<file path="src/rtl/xirq_pkg.sv">
package xirq_pkg;
    localparam int SEL_W = 2;

    typedef enum logic [SEL_W-1:0] {
        SEL_MODE = 2'd0,
        SEL_POL  = 2'd1,
        SEL_EN   = 2'd2,
        SEL_PEND = 2'd3
    } xirq_sel_e;
endpackage

</file>
<file path="src/rtl/xirq_sync.sv">
module xirq_sync #(
    parameter int W      = 7,
    parameter int STAGES = 2
) (
    input  logic         clk,
    input  logic         rst_n,
    input  logic [W-1:0] din,
    output logic [W-1:0] dout
);
    logic [STAGES-1:0][W-1:0] chain_d, chain_q;

    always_comb begin
        chain_d[0] = din;
        for (int k = 1; k < STAGES; k++) begin
            chain_d[k] = chain_q[k-1];
        end
    end

    always_ff @(posedge clk or negedge rst_n) begin
        if (!rst_n) begin
            chain_q <= '0;
        end else begin
            chain_q <= chain_d;
        end
    end

    assign dout = chain_q[STAGES-1];
endmodule

</file>
<file path="src/rtl/xirq_cfg_regs.sv">
module xirq_cfg_regs
    import xirq_pkg::*;
#(
    parameter int LINES = 7
) (
    input  logic             clk,
    input  logic             rst_n,
    input  logic             wr_en,
    input  logic [SEL_W-1:0] addr,
    input  logic [LINES-1:0] wdata,
    input  logic [LINES-1:0] pend,
    output logic [LINES-1:0] mode,
    output logic [LINES-1:0] pol,
    output logic [LINES-1:0] en,
    output logic [LINES-1:0] clr,
    output logic [LINES-1:0] rdata
);
    typedef struct packed {
        logic [LINES-1:0] mode;
        logic [LINES-1:0] pol;
        logic [LINES-1:0] en;
    } cfg_t;

    cfg_t      cfg_d, cfg_q;
    xirq_sel_e sel;

    always_comb begin
        sel   = xirq_sel_e'(addr);
        cfg_d = cfg_q;
        clr   = '0;
        if (wr_en) begin
            case (sel)
                SEL_MODE: cfg_d.mode = wdata;
                SEL_POL:  cfg_d.pol  = wdata;
                SEL_EN:   cfg_d.en   = wdata;
                SEL_PEND: clr        = wdata;
            endcase
        end
        case (sel)
            SEL_MODE: rdata = cfg_q.mode;
            SEL_POL:  rdata = cfg_q.pol;
            SEL_EN:   rdata = cfg_q.en;
            SEL_PEND: rdata = pend;
        endcase
    end

    always_ff @(posedge clk or negedge rst_n) begin
        if (!rst_n) begin
            cfg_q.mode <= '0;
            cfg_q.pol  <= '0;
            cfg_q.en   <= '1;
        end else begin
            cfg_q <= cfg_d;
        end
    end

    assign mode = cfg_q.mode;
    assign pol  = cfg_q.pol;
    assign en   = cfg_q.en;
endmodule

</file>
<file path="src/rtl/xirq_lane.sv">
module xirq_lane (
    input  logic clk,
    input  logic rst_n,
    input  logic s_in,
    input  logic mode,
    input  logic pol,
    input  logic en,
    input  logic clr,
    output logic pend,
    output logic req
);
    typedef struct packed {
        logic prev;
        logic pend;
    } lane_t;

    lane_t st_d, st_q;
    logic  cur_act, prev_act, rise;

    always_comb begin
        cur_act  = s_in ^ pol;
        prev_act = st_q.prev ^ pol;
        rise     = cur_act & ~prev_act;
        st_d.prev = s_in;
        if (mode) begin
            st_d.pend = (st_q.pend & ~clr) | rise;
        end else begin
            st_d.pend = 1'b0;
        end
        req = en & (mode ? st_q.pend : cur_act);
    end

    always_ff @(posedge clk or negedge rst_n) begin
        if (!rst_n) begin
            st_q <= '0;
        end else begin
            st_q <= st_d;
        end
    end

    assign pend = st_q.pend;
endmodule

</file>
<file path="src/rtl/xirq_conditioner.sv">
module xirq_conditioner
    import xirq_pkg::*;
#(
    parameter int LINES       = 7,
    parameter int SYNC_STAGES = 2
) (
    input  logic             clk,
    input  logic             rst_n,
    input  logic [LINES-1:0] irq_raw,
    input  logic             wr_en,
    input  logic [SEL_W-1:0] addr,
    input  logic [LINES-1:0] wdata,
    output logic [LINES-1:0] rdata,
    output logic [LINES-1:0] req,
    output logic             wake
);
    logic [LINES-1:0] s_q;
    logic [LINES-1:0] mode_q, pol_q, en_q, clr_q, pend_q;

    xirq_sync #(.W(LINES), .STAGES(SYNC_STAGES)) u_sync (
        .clk  (clk),
        .rst_n(rst_n),
        .din  (irq_raw),
        .dout (s_q)
    );

    xirq_cfg_regs #(.LINES(LINES)) u_regs (
        .clk  (clk),
        .rst_n(rst_n),
        .wr_en(wr_en),
        .addr (addr),
        .wdata(wdata),
        .pend (pend_q),
        .mode (mode_q),
        .pol  (pol_q),
        .en   (en_q),
        .clr  (clr_q),
        .rdata(rdata)
    );

    for (genvar i = 0; i < LINES; i++) begin : g_lane
        xirq_lane u_lane (
            .clk  (clk),
            .rst_n(rst_n),
            .s_in (s_q[i]),
            .mode (mode_q[i]),
            .pol  (pol_q[i]),
            .en   (en_q[i]),
            .clr  (clr_q[i]),
            .pend (pend_q[i]),
            .req  (req[i])
        );
    end

    assign wake = |req;
endmodule

</file>
<file path="config.mk">
export PLATFORM = sky130hd
export DESIGN_NAME = xirq_conditioner
export DESIGN_NICKNAME = d
export VERILOG_FILES = /design/src/rtl/xirq_pkg.sv /design/src/rtl/xirq_sync.sv /design/src/rtl/xirq_cfg_regs.sv /design/src/rtl/xirq_lane.sv /design/src/rtl/xirq_conditioner.sv
export SDC_FILE = /design/constraint.sdc
export NUM_CORES = 1
export LEC_CHECK = 0
export ABC_CLOCK_PERIOD_IN_PS = 1150
export BUFFER_PORTS_ARGS = -buffer_cell sky130_fd_sc_hd__buf_4
export CORE_UTILIZATION = 50
export CTS_CLUSTER_DIAMETER = 80
export CTS_CLUSTER_SIZE = 20
export DETAILED_ROUTE_END_ITERATION = 16
export GPL_TIMING_DRIVEN = 0
export PLACE_DENSITY = 0.72
export SLEW_MARGIN = 30
export SYNTH_ARGS = -nofsm -noshare
export SYNTH_HDL_FRONTEND = slang
export SYNTH_HIERARCHICAL = 1
export SYNTH_SLANG_ARGS = --single-unit
export TNS_END_PERCENT = 100
</file>
<file path="constraint.sdc">
create_clock -name clk -period 1.15 [get_ports clk]
set_input_delay 0.0575 -clock clk [delete_from_list [all_inputs] [get_ports clk]]
set_output_delay 0.0575 -clock clk [all_outputs]
set_load 0.05 [all_outputs]
</file>
==> results.md <==
* Outcome: finished with violations
* Failing checks: negative setup slack
* Non-Filler Instances at between 200 and 300
* CTS Sinks at 49
* Adder-Cell Fraction of Synth Area at 0
* Largest family of logic cells by synthesized area: multiplexers
* Placed cell count at between 200 and 250
* Worst Reg2Reg Path Length in Cells at 4
* Die Y at 68.2 um
* Slew Viols, Final at 0
* Worst R2R Setup Slack at about 0.010 ns
* Critical Path, Cell by Cell: xor2_1 > o211a_4 > nor4_4 > nand2_4 > buf_8
* Least-Margin Pin Slew at 0.597 ns
* DR vias at 1,514
* Num ports at 34
* RR Endpoint: u_regs/pol[5]
* Crit-path slowest cell: dfrtp_1
* Die area at approximately 0.0047 sq mm
* Total chip power at around 5.6 mW
* CP max FO at 2
* Worst skew pair latency at between 0.3 and 0.4 ns
* TritonCTS Buffers at 5
* Comb pwr share at 0.370
* Area grow syn2layout at 40.8%
* Multi-input logic area at about 0.0010 sq mm
* Initial core utilization at 0.533
* Avg WL per Cell at 17.9 um
* Power per cell area at 1800 mW/mm^2
* Grt ovf at 0
* Syn Std Cell Area at 0.00219 sq mm
* Pre-CTS WS at -0.351 ns
* Post-route antenna net violation count at 0
* Post-synthesis sequential area ratio at 0.563
* CP endpoint kind: output pin
* Final WL at 4790 um
* RR Startpoint: u_regs/pol[5]
* TritonRoute pass-1 iters at 4
* Hold Vio Cnt, Final at 0
* First-pass GRT wire length at 7360 um
* Max cap viols at 0
* Critical path type: reg -> out
* Tightest Hold Check Type: in -> reg
* Antenna violations before repair at 0
* Post-synthesis xor/xnor area fraction at 0.0280
* CP max stage delay at about 0.40 ns
* Final setup fails at 15
* Fill count at around 250
* Switching power total at about 1.8 mW
* Clock period minus worst slack at between 1.5 and 2 ns
* Synthesized netlist net count at ~160
* Clock Tree Root: clkbuf_8
* Simple-gate share of the synthesized area at 0.137
* Vias in the first global route at approximately 1,500
* Layout cells sized above 1 at 0.571
* TritonCTS clock tree: yes
* Cell variety after synth at 20
* WP data required at between 1 and 1.5 ns
* Setup Skew at approximately 0.013 ns
* DRT iter0 DRCs at 53
* Nets at approximately 240
* GP Congestion at ~0.77
* Crit path from: u_regs/pol[4]
* Multiplexer share of the synthesized area at 0.180
* Pleak at roughly 1.3 nW
* Ant. Diodes at 0
* Fin worst setup slack at -0.583 ns
* Max VDD drop at between 1 and 1.5 mV
* CTS H-Tree Depth at 2
* Clock power share at 0.231
* Storage cell area at 0.00124 sq mm
* HPWL after detailed placement at ~3000 um
* Synthesis Warnings at 6
* Number of I/O port buffers at 33
* Detailed-route DRC error count at 0
* Cell row count at 23
* Vias per Instance at 5.67
* Switching fraction of total power at 0.331
* Max frequency at 577 MHz
* Final period utilization at 1.51
* Sequential share of power at 0.398
* Largest net degree at the start of global routing at 50
* Worst setup path end: wake
* Mean post-synth cell area at around 15 sq um
* Global Route Usage Sum at 0.230
* Internal at approximately 3.7 mW
* Startpoint types: register
* Worst Path Arrival at between 1.5 and 2 ns
* DIE WIDTH at between 60 and 70 um
* Fin Setup TNS at -5.25 ns
* Post-Syn Instances at approximately 140
* Core Region at roughly 0.0041 sq mm
* Unrepaired setup endpoints after global routing: true
* Complex-gate fraction of the synthesized area at 0.0839
* Clock buffer depth at 2
* Seq cells post-synth at 49
* Max-slew headroom at 0.602
* Clk pin slew, worst setup/hold paths at 0.10 ns
## worst min path at each step
stage | depth (start not counted) | from | to
floorplan | 0 | rst_n | g_lane[0].u_lane/pend
global placement | 1 | rst_n | g_lane[4].u_lane/st_q[1]
detailed placement | 1 | rst_n | g_lane[4].u_lane/pend
CTS | 2 | wdata[2] | u_regs/mode[2]
global route | 2 | wdata[0] | u_regs/mode[0]
finish | 2 | wdata[0] | u_regs/mode[0]
## registers in the layout, summed over array words and instances (netlist names)
signal	flops
u_regs/en	7
u_sync/chain_d	7
u_regs/mode	7
u_sync/dout	7
u_regs/pol	7
g_lane.u_lane/pend	7
g_lane.u_lane/st_q	7
## routing by layer
metal | share of wire | global-route usage | up-vias
met5 | 0 | 0 | -
met4 | 0.026 | 0.125 | 0
met3 | 0.031 | 0.0350 | 9
met2 | 0.52 | 0.395 | 36
met1 | 0.42 | 0.276 | 784
li1 | - | - | 685
## critical path: cells and delay by family (launching register included)
family	cells	cell delay [ns]
compound gates	1	0.25
xor+xnor	1	0.17
buf+inv	1	0.15
flops	1	0.40
simple gates	2	0.38
## synth_stat cells (all sizes together)
cell     n  share of area
and3     1         0.0034
buf      2         0.0086
xor2     7          0.028
nor3     1         0.0023
nand3b   9          0.038
nor3b    1         0.0086
and2     7          0.020
o311ai   7          0.052
dfrtp   42           0.48
dfstp    7          0.084
nand2    8          0.014
mux2    21           0.11
mux4     7          0.072
nand2b   7          0.020
o211a    7          0.032
nor4     1         0.0029
nand4b   7          0.028
## kinds of logic after synthesis
| family | Yosys count |
|---|---|
| DFF | 49 |
| and+or+nand+nor | 42 |
| muxes | 28 |
| AOI/OAI and AO/OA | 14 |
| xor gates and xnor gates | 7 |
| buffers and inverters | 2 |
## placed cells by master, fill, tap and decap left out, types with 9 or more instances in the layout
cell,netlist,layout
buf_4,1,36
buf_6,1,13
buf_8,0,9
dfrtp_1,42,40
dlygate4sd3_1,0,11
mux2_2,21,20
## power by group through the flow
stage	sequential (mW)	clock, mW	combinational (mW)
after CTS	2.21	1.31	1.96
after global placement	2.26	0	1.52
after detailed placement	2.29	0	1.55
after floorplan	2.21	0	1.17
after global routing	2.25	1.36	2.16
final	2.22	1.29	2.06
## cell type report
class | count | share of cell area
Sequential cell | 49 | 0.401
Multi-Input combinational cell | 91 | 0.326
Timing Repair Buffer | 67 | 0.208
Clock buffer | 6 | 0.0267
Tap cell | 50 | 0.0203
Clock inverter | 2 | 0.0122
Buffer | 2 | 0.00608
## stage by stage
step	util	hold slack, ns	cell area [sq um]
3_3_place_gp	0.622	0.100	2560
5_1_grt	0.751	0.0165	3090
6_report	0.751	0.0136	3090
3_5_place_dp	0.622	0.106	2560
4_1_cts	0.734	0.00187	3020
2_1_floorplan	-	-0.238	2250
## timing repair
item,CTS,global route
endpoints found under the setup margin,15,15
endpoints found under the hold margin,56,0
setup buffers,19,5
gates resized for setup,24,11
hold buffers,11,0
pin swaps,3,1
Note: power is estimated with default switching activity, not from simulation.
